File: src/rtl/irq_regs_pkg.sv
package irq_regs_pkg;
  localparam int NUM_SRC = 4;
  localparam int DATA_W  = 32;

  typedef enum logic [1:0] {
    SRC_TX_WM  = 2'd0,
    SRC_RX_WM  = 2'd1,
    SRC_TX_MT  = 2'd2,
    SRC_RX_OVF = 2'd3
  } src_e;

  typedef enum logic [1:0] {
    SEL_NONE    = 2'd0,
    SEL_PENDING = 2'd1,
    SEL_MASK    = 2'd2,
    SEL_TEST    = 2'd3
  } sel_e;
endpackage

File: src/rtl/irq_bus_decode.sv
module irq_bus_decode
  import irq_regs_pkg::*;
#(
  parameter int ADDR_W      = 12,
  parameter int OFF_PENDING = 'h0,
  parameter int OFF_MASK    = 'h4,
  parameter int OFF_TEST    = 'h8
) (
  input  logic              bus_wr,
  input  logic [ADDR_W-1:0] bus_addr,
  output logic              wr_pending,
  output logic              wr_mask,
  output logic              wr_test,
  output sel_e              sel
);
  localparam logic [ADDR_W-1:0] A_PEND = ADDR_W'(OFF_PENDING);
  localparam logic [ADDR_W-1:0] A_MASK = ADDR_W'(OFF_MASK);
  localparam logic [ADDR_W-1:0] A_TEST = ADDR_W'(OFF_TEST);

  always_comb begin
    sel = SEL_NONE;
    if (bus_addr == A_PEND)      sel = SEL_PENDING;
    else if (bus_addr == A_MASK) sel = SEL_MASK;
    else if (bus_addr == A_TEST) sel = SEL_TEST;
  end

  assign wr_pending = bus_wr && (sel == SEL_PENDING);
  assign wr_mask    = bus_wr && (sel == SEL_MASK);
  assign wr_test    = bus_wr && (sel == SEL_TEST);
endmodule

File: src/rtl/irq_pending_bit.sv
module irq_pending_bit (
  input  logic clk,
  input  logic rst_n,
  input  logic evt_i,
  input  logic clr_i,
  input  logic set_i,
  output logic q_o
);
  logic q_d;
  logic q_en;

  // Hardware event and software set both dominate a clear.
  always_comb begin
    q_en = evt_i || set_i || clr_i;
    q_d  = evt_i || set_i;
  end

  always_ff @(posedge clk or negedge rst_n) begin
    if (!rst_n)    q_o <= 1'b0;
    else if (q_en) q_o <= q_d;
  end

  // an event always leaves the bit set
  a_r2_event_sets: assert property (@(posedge clk) disable iff (!rst_n)
    evt_i |=> q_o);
  // sticky without a clear
  a_r2_sticky: assert property (@(posedge clk) disable iff (!rst_n)
    (q_o && !clr_i) |=> q_o);
  // a lone clear drops the bit
  a_r3_clear_drops: assert property (@(posedge clk) disable iff (!rst_n)
    (clr_i && !evt_i && !set_i) |=> !q_o);
endmodule

File: src/rtl/irq_mask_reg.sv
module irq_mask_reg #(
  parameter int W = 4
) (
  input  logic         clk,
  input  logic         rst_n,
  input  logic         load_i,
  input  logic [W-1:0] d_i,
  output logic [W-1:0] q_o
);
  logic [W-1:0] q_d;

  always_comb q_d = load_i ? d_i : q_o;

  always_ff @(posedge clk or negedge rst_n) begin
    if (!rst_n) q_o <= '0;
    else        q_o <= q_d;
  end

  // a mask write replaces every bit
  a_r6_mask_load: assert property (@(posedge clk) disable iff (!rst_n)
    load_i |=> (q_o == $past(d_i)));
  // no write, no change
  a_r6_mask_hold: assert property (@(posedge clk) disable iff (!rst_n)
    !load_i |=> $stable(q_o));
endmodule

File: src/rtl/irq_read_mux.sv
module irq_read_mux
  import irq_regs_pkg::*;
#(
  parameter int W  = 4,
  parameter int DW = 32
) (
  input  logic          clk,
  input  logic          rst_n,
  input  logic          rd_i,
  input  sel_e          sel_i,
  input  logic [W-1:0]  pending_i,
  input  logic [W-1:0]  mask_i,
  output logic [DW-1:0] rdata_o
);
  localparam int PAD = DW - W;
  logic [DW-1:0] rdata_d;

  always_comb begin
    unique case (sel_i)
      SEL_PENDING: rdata_d = {{PAD{1'b0}}, pending_i};
      SEL_MASK:    rdata_d = {{PAD{1'b0}}, mask_i};
      default:     rdata_d = '0;
    endcase
  end

  always_ff @(posedge clk or negedge rst_n) begin
    if (!rst_n)    rdata_o <= '0;
    else if (rd_i) rdata_o <= rdata_d;
  end

  // the write-only test register reads back zero
  a_r7_test_reads_zero: assert property (@(posedge clk) disable iff (!rst_n)
    (rd_i && sel_i == SEL_TEST) |=> (rdata_o == '0));
  // unmapped offsets read zero
  a_r9_unmapped_zero: assert property (@(posedge clk) disable iff (!rst_n)
    (rd_i && sel_i == SEL_NONE) |=> (rdata_o == '0));
endmodule

File: src/rtl/irq_state_regs.sv
module irq_state_regs
  import irq_regs_pkg::*;
#(
  parameter int ADDR_W = 12
) (
  input  logic               clk,
  input  logic               rst_n,
  input  logic               bus_wr,
  input  logic               bus_rd,
  input  logic [ADDR_W-1:0]  bus_addr,
  input  logic [DATA_W-1:0]  bus_wdata,
  output logic [DATA_W-1:0]  bus_rdata,
  input  logic [NUM_SRC-1:0] evt_i,
  output logic [NUM_SRC-1:0] irq_o
);
  logic               wr_pending, wr_mask, wr_test;
  sel_e               sel;
  logic [NUM_SRC-1:0] pending_q;
  logic [NUM_SRC-1:0] mask_q;

  irq_bus_decode #(.ADDR_W(ADDR_W)) u_dec (
    .bus_wr     (bus_wr),
    .bus_addr   (bus_addr),
    .wr_pending (wr_pending),
    .wr_mask    (wr_mask),
    .wr_test    (wr_test),
    .sel        (sel)
  );

  for (genvar i = 0; i < NUM_SRC; i++) begin : g_src
    irq_pending_bit u_bit (
      .clk   (clk),
      .rst_n (rst_n),
      .evt_i (evt_i[i]),
      .clr_i (wr_pending && bus_wdata[i]),
      .set_i (wr_test && bus_wdata[i]),
      .q_o   (pending_q[i])
    );
  end

  irq_mask_reg #(.W(NUM_SRC)) u_mask (
    .clk    (clk),
    .rst_n  (rst_n),
    .load_i (wr_mask),
    .d_i    (bus_wdata[NUM_SRC-1:0]),
    .q_o    (mask_q)
  );

  irq_read_mux #(.W(NUM_SRC), .DW(DATA_W)) u_rd (
    .clk       (clk),
    .rst_n     (rst_n),
    .rd_i      (bus_rd),
    .sel_i     (sel),
    .pending_i (pending_q),
    .mask_i    (mask_q),
    .rdata_o   (bus_rdata)
  );

  assign irq_o = pending_q & mask_q;

  // a test write raises every selected bit
  a_r4_test_sets: assert property (@(posedge clk) disable iff (!rst_n)
    wr_test |=> ((pending_q & $past(bus_wdata[NUM_SRC-1:0])) == $past(bus_wdata[NUM_SRC-1:0])));
  // a line cannot rise without an event, a test write or a mask write
  a_r5_rise_cause: assert property (@(posedge clk) disable iff (!rst_n)
    (irq_o != '0 && $past(irq_o) == '0) |-> ($past(evt_i) != '0 || $past(wr_test) || $past(wr_mask)));
endmodule

File: config.mk
export PLATFORM = sky130hd
export DESIGN_NAME = irq_state_regs
export DESIGN_NICKNAME = d
export VERILOG_FILES = /design/src/rtl/irq_regs_pkg.sv /design/src/rtl/irq_bus_decode.sv /design/src/rtl/irq_pending_bit.sv /design/src/rtl/irq_mask_reg.sv /design/src/rtl/irq_read_mux.sv /design/src/rtl/irq_state_regs.sv
export SDC_FILE = /design/constraint.sdc
export NUM_CORES = 1
export LEC_CHECK = 0
export BUFFER_PORTS_ARGS = -buffer_cell sky130_fd_sc_hd__clkbuf_2
export CAP_MARGIN = 20
export CORE_MARGIN = 2
export CORE_UTILIZATION = 36
export DETAILED_ROUTE_END_ITERATION = 10
export MAX_ROUTING_LAYER = met4
export PLACE_DENSITY = 0.77
export SLEW_MARGIN = 25
export SYNTH_ARGS = -nofsm -noshare
export SYNTH_HDL_FRONTEND = slang
export SYNTH_HIERARCHICAL = 1
export SYNTH_SLANG_ARGS = --single-unit
File: constraint.sdc
create_clock -name clk -period 1.3 [get_ports clk]
set_input_delay 0.195 -clock clk [delete_from_list [all_inputs] [get_ports clk]]
set_output_delay 0.195 -clock clk [all_outputs]
set_load 0.05 [all_outputs]
=== Word-level counts from Yosys, hierarchy flattened ===
Cells that the tools add are included.

* $add $sub $neg: 0
* Multipliers: 0
* Divide/modulo/power cells: 0
* Order comparisons: 0
* Eq/ne operators: 5
* Shifts and indexed selects: 0
* Mux-type cells: 4
* Bitwise logic cells: 1
* Reductions and logical operators: 20

{| class="wikitable"
|+ Operator list
! kind !! number
|-
| $eq A12 B3 Y1 const B || 1
|-
| $eq A12 B4 Y1 const B || 1
|-
| $logic_not A12 Y1 || 1
|-
| $logic_and A1 B1 Y1 || 11
|-
| $logic_or A1 B1 Y1 || 8
|-
| $pmux W4 S2 || 1
|-
| $mux W2 || 3
|-
| $and A4 B4 Y4 || 1
|-
| $eq A2 B2 Y1 const B || 2
|-
| $eq A2 B1 Y1 const B || 1
|}

* Bits in registers: 40
* Latch bits: 0
* Bits in writable memories: 0
* ROM bits: 0
* Output and inout bits: 36
* Memories: 0

=== Depth between registers and ports, before layout ===
* Depth after elaboration: 9
* Depth in mapped cells: 6

=== By module ===
Netlist, hierarchy kept.

{| class="wikitable"
|+ Modules (own cells, without submodules)
! module !! times used !! cells an instance !! area each (um^2)
|-
| irq_read_mux || 1 || 50 || 425.4
|-
| irq_pending_bit || 4 || 4 || 37.5
|-
| irq_mask_reg || 1 || 8 || 145.1
|-
| irq_bus_decode || 1 || 12 || 85.1
|-
| irq_state_regs || 1 || 12 || 75.1
|}

=== Least setup slack after synthesis ===
Ideal clock, no wire load.

* Path kind: in2reg
* Start point: in bus_addr[7]
* End point: reg u_mask.q_o[0]
* Data arrival time: 1.741 ns
* Slack: -0.566 ns
* Stages: 3
* Cells stage by stage: or4_1 > nor4_1 > mux2_2

* Word-level cells in the longest chain between the ends: 6

{| class="wikitable"
|+ RTL lines
! what !! RTL line !! RTL
|-
| start: declaration || irq_state_regs.sv:10 || <nowiki>input logic [ADDR_W-1:0] bus_addr,</nowiki>
|-
| $eq A12 B4 Y1 || irq_bus_decode.sv:24 || <nowiki>else if (bus_addr == A_TEST) sel = SEL_TEST;</nowiki>
|-
| $mux W2 || irq_bus_decode.sv:24 ||
|-
| $mux W2 || irq_bus_decode.sv:23 || <nowiki>else if (bus_addr == A_MASK) sel = SEL_MASK;</nowiki>
|-
| $mux W2 * || irq_bus_decode.sv:22 || <nowiki>if (bus_addr == A_PEND) sel = SEL_PENDING;</nowiki>
|-
| $eq A2 B2 Y1 * || irq_bus_decode.sv:28 || <nowiki>assign wr_mask = bus_wr && (sel == SEL_MASK);</nowiki>
|-
| $logic_and A1 B1 Y1 * || irq_bus_decode.sv:28 ||
|-
| named net wr_mask || irq_state_regs.sv:16 || <nowiki>logic wr_pending, wr_mask, wr_test;</nowiki>
|-
| end signal: assignment || irq_mask_reg.sv:16 || <nowiki>else q_o <= q_d;</nowiki>
|-
| end: declaration || irq_mask_reg.sv:8 || <nowiki>output logic [W-1:0] q_o</nowiki>
|}

The timed path passes the listed nets; every way through them passes the cells marked *.
A chain may end at the register's enable or synchronous reset.

=== Final worst setup path ===
* Start point: in bus_addr[4]
* End point: reg u_rd.rdata_o[0]

* Word-level cells in the longest chain between the ends: 6

{| class="wikitable"
|+ RTL lines
! what !! RTL line !! RTL
|-
| $eq A12 B4 Y1 || irq_bus_decode.sv:24 ||
|-
| $mux W2 || irq_bus_decode.sv:24 ||
|-
| $mux W2 || irq_bus_decode.sv:23 ||
|-
| $mux W2 * || irq_bus_decode.sv:22 ||
|-
| named net sel[1] || irq_state_regs.sv:17 || <nowiki>sel_e sel;</nowiki>
|-
| $eq A2 B2 Y1 / $eq A2 B1 Y1 (equally long branches) || irq_read_mux.sv:19 || <nowiki>unique case (sel_i)</nowiki>
|-
| $pmux W4 S2 * || irq_read_mux.sv:19 ||
|-
| end signal: assignment || irq_read_mux.sv:28 || <nowiki>else if (rd_i) rdata_o <= rdata_d;</nowiki>
|-
| end: declaration || irq_read_mux.sv:13 || <nowiki>output logic [DW-1:0] rdata_o</nowiki>
|}

Marks and branches as above.

==> flow_metrics.tcl <==
set metrics [dict create \
    cts_buffers 3 \
    setup_viol 12 \
    category_of_the_most_critical_setup_path "in2reg" \
    startpoint_type "input pin" \
    yosysMostFrequentCell "buf_4" \
    globalplace.congestion 0.748 \
    post-route-min-period_ns 1.57 \
    dp.final_hpwl_mm 1.45 \
    dr_total_vias 741 \
    grt_pass1_vias 691 \
    cp_data_arrival_time_ns 1.77 \
    clock_sink_count 12 \
    filler_cell_count 218 \
    pre_cts_ws_ns -0.551 \
    grt_start_max_net_pins 13 \
    initial_core_util 0.391 \
    clock-root-buffer "clkbuf_4" \
    path_max_fanout 4 \
    grt_setup_unrepaired "yes" \
    grt_first_pass_wirelength_mm 2.87 \
    path_delay_family "simple AND/OR/NAND/NOR gates" \
    die_area_mm2 0.00286 \
    die_h_um 53.5 \
    timing.max_cap.violations 0 \
    port_buffers 31 \
    critical_path.reg2reg.startpoint "g_src[0].u_bit/q_o$_DFFE_PN0P_" \
    ys_seq_area_frac 0.341 \
    std_cell_rows 17 \
    clockPowerShare 0.317 \
    ir_drop_uv 382 \
    total_routed_wirelength_mm 1.81 \
    worstSetupEndpointType "flip-flop" \
    mean_instance_size_in_the_synthesized_netlist_um2 8.99 \
    cts.path.max_buffers 2 \
    nets 197 \
    antennaDiodeCount 0 \
    final-hold-violation-count 0 \
    p_leak_nw 0.621 \
    timing.critical_path.slowest_cell_delay_ns 0.58 \
    instance_count_of_the_mapped_netlist 98 \
    switching_share 0.370 \
    critical_path_required_ns 1.49 \
    finalMaxSlewViolations 0 \
    core_area_mm2 0.00225 \
    run_status "finished, violations left" \
    die_w_um 53.5 \
    clk_pin_slew_worst_paths_ns 0.08 \
    overflow 0 \
    area_delta_synth_final_pct 35.4 \
    hold_path_class "in2reg" \
    synth_largest_area_cell "dfrtp_1" \
    path_cells "clkbuf_2 > or4_4 > nor4_4 > buf_4 > ha_4 > nand2b_4 > o22ai_1" \
    antenna_violations_before_repair 0 \
    cts_max_level 1 \
    power_frac_seq 0.397 \
    pin_count 88 \
    synth_seq_cells 12 \
    netlist_top_cells_count "buf_4, and2_1, dfrtp_1" \
    number_of_different_library_cells_in_the_post_synthesis_netlist 18 \
    hold_path_startpoint "evt_i[2]" \
    cp_num_buf_inv 2 \
    drc 0 \
    detail_route.vias_per_cell 4.36 \
    failed_checks "negative setup slack" \
    fmaxAchievable_mhz 637 \
    worst_skew_pair.late_latency_ns 0.28 \
    p_comb_frac 0.286 \
    clock-skew-final_ns 0.00383 \
    critical_path.startpoint "bus_addr[4]" \
    drive_gt1_frac 0.430 \
    synth_flop_cell "dfrtp_1" \
    crit_slowest_cell "or4_4" \
    per_cell_routed_wire_length_um 10.7 \
    layout_setup_ws_ns -0.270 \
    dr.pass1.iters 3 \
    fin_total_pwr_mw 0.941 \
    drt_iter0_drc 4 \
    synth.top_cells.by_area "dfrtp_1, buf_4, and2_1" \
    period_share 1.21 \
    grt_usage 0.141 \
    yosysWarnings 6 \
    multi_input_area_um2 533 \
    drtAntennaViolNets 0 \
    clock_tree_from_tritoncts "yes" \
    p_per_area_mw_per_mm2 789 \
    switchingPower_mw 0.348 \
    async_flop_share 1.00 \
    intPower_mw 0.593 \
    synth_top_area_share 0.341 \
    netlist_area_um2 881 \
    synth_enable_flop_cells 0 \
    ff_latch_area_um2 300 \
]
## power by group through the flow
stage,Combinational [mW],Sequential [mW],Clock [mW]
floorplan,0.266,0.381,0
global placement,0.261,0.381,0
detailed placement,0.264,0.381,0
CTS,0.268,0.374,0.311
global route,0.284,0.374,0.324
finish,0.269,0.374,0.298
## kinds of logic (layout without fill, tap and decap cells)
kind of cell / count (synthesis) / count (layout) / share of synthesized area
buf+inv: 38 / 55 / 0.281
simple gates: 28 / 28 / 0.199
compound gates: 12 / 12 / 0.0852
flops: 12 / 12 / 0.341
mux: 4 / 4 / 0.0511
fa+ha+maj: 2 / 2 / 0.0284
other cells: 1 / 28 / 0.00426
xor+xnor: 1 / 1 / 0.00994
## path summary, 6_finish.rpt
path	to	slack (ns)	cells past startpoint
min	g_src[2].u_bit/q_o$_DFFE_PN0P_	0.11	3
max	u_rd/rdata_o[0]$_DFFE_PN0P_	-0.27	7
min reg2reg	u_rd/rdata_o[1]$_DFFE_PN0P_	0.54	2
max in group asynchronous	g_src[0].u_bit/q_o$_DFFE_PN0P_	0.74	2
max reg2reg	u_rd/rdata_o[0]$_DFFE_PN0P_	0.47	2
min in group asynchronous	u_rd/rdata_o[2]$_DFFE_PN0P_	0.33	2
## state kept, by name, indices dropped and copies added (netlist names)
signal and count:
u_mask/q_o 4, u_rd/rdata_o 4, g_src.u_bit/q_o 4
## cells in the final DEF, fill, tap and decap left out
cell           count
clkbuf_2          28
conb_1            28
and2_1            12
dfrtp_1           12
inv_1              9
buf_4              8
clkbuf_4           5
nor2_1             4
o21ai_1            4
mux2_4             4
o22ai_1            4
or4_4              2
nor4_4             2
nand3b_1           2
nor4_1             2
a22oi_1            2
a22oi_2            2
ha_4               2
clkbuf_8           1
dlygate4sd3_1      1
buf_2              1
or2_2              1
xnor2_1            1
nor4_2             1
or3b_2             1
buf_12             1
inv_2              1
nand2b_4           1
## final cells by class
class | instances | share of cell area
multi-input cells | 75 | 0.447
flip-flops and latches | 12 | 0.252
repair buffers | 41 | 0.210
inverters | 10 | 0.0315
clock buffers | 4 | 0.0304
well taps | 28 | 0.0294
## worst reg2reg max path, delay by kind of cell (launching register included)
kind / cells / cell delay (ns)
AOI/OAI and AO/OA: 2 / 0.31
DFF: 1 / 0.40
## routing by layer
metal	global-route usage	vias to the layer above	wire, um
li1	-	361	-
met1	0.155	342	704
met2	0.257	34	952
met3	0.0169	4	129
met4	0.0513	0	25
met5	-	-	0
## timing repair
| item | in CTS | in global routing |
|---|---|---|
| hold buffers | 1 | 0 |
| pin swaps | 1 | 3 |
| setup endpoints to repair | 12 | 15 |
| endpoints found under the hold margin | 12 | 0 |
| buffers inserted | 1 | 0 |
| cloned | 0 | 0 |
| gates resized for setup | 6 | 8 |
## per-stage QoR
stage	TNS (ns)	hold WS, ns	util	cells	area [um2]
after floorplan	-3.83	-0.101	-	125	1040
after global placement	-5.32	0.0830	0.483	164	1090
after detailed placement	-5.99	0.0939	0.483	164	1090
after CTS	-2.15	0.104	0.520	170	1170
after global routing	-2.89	0.122	0.529	170	1190
final	-2.19	0.109	0.529	170	1190
Power figures use the tool's default switching activity.
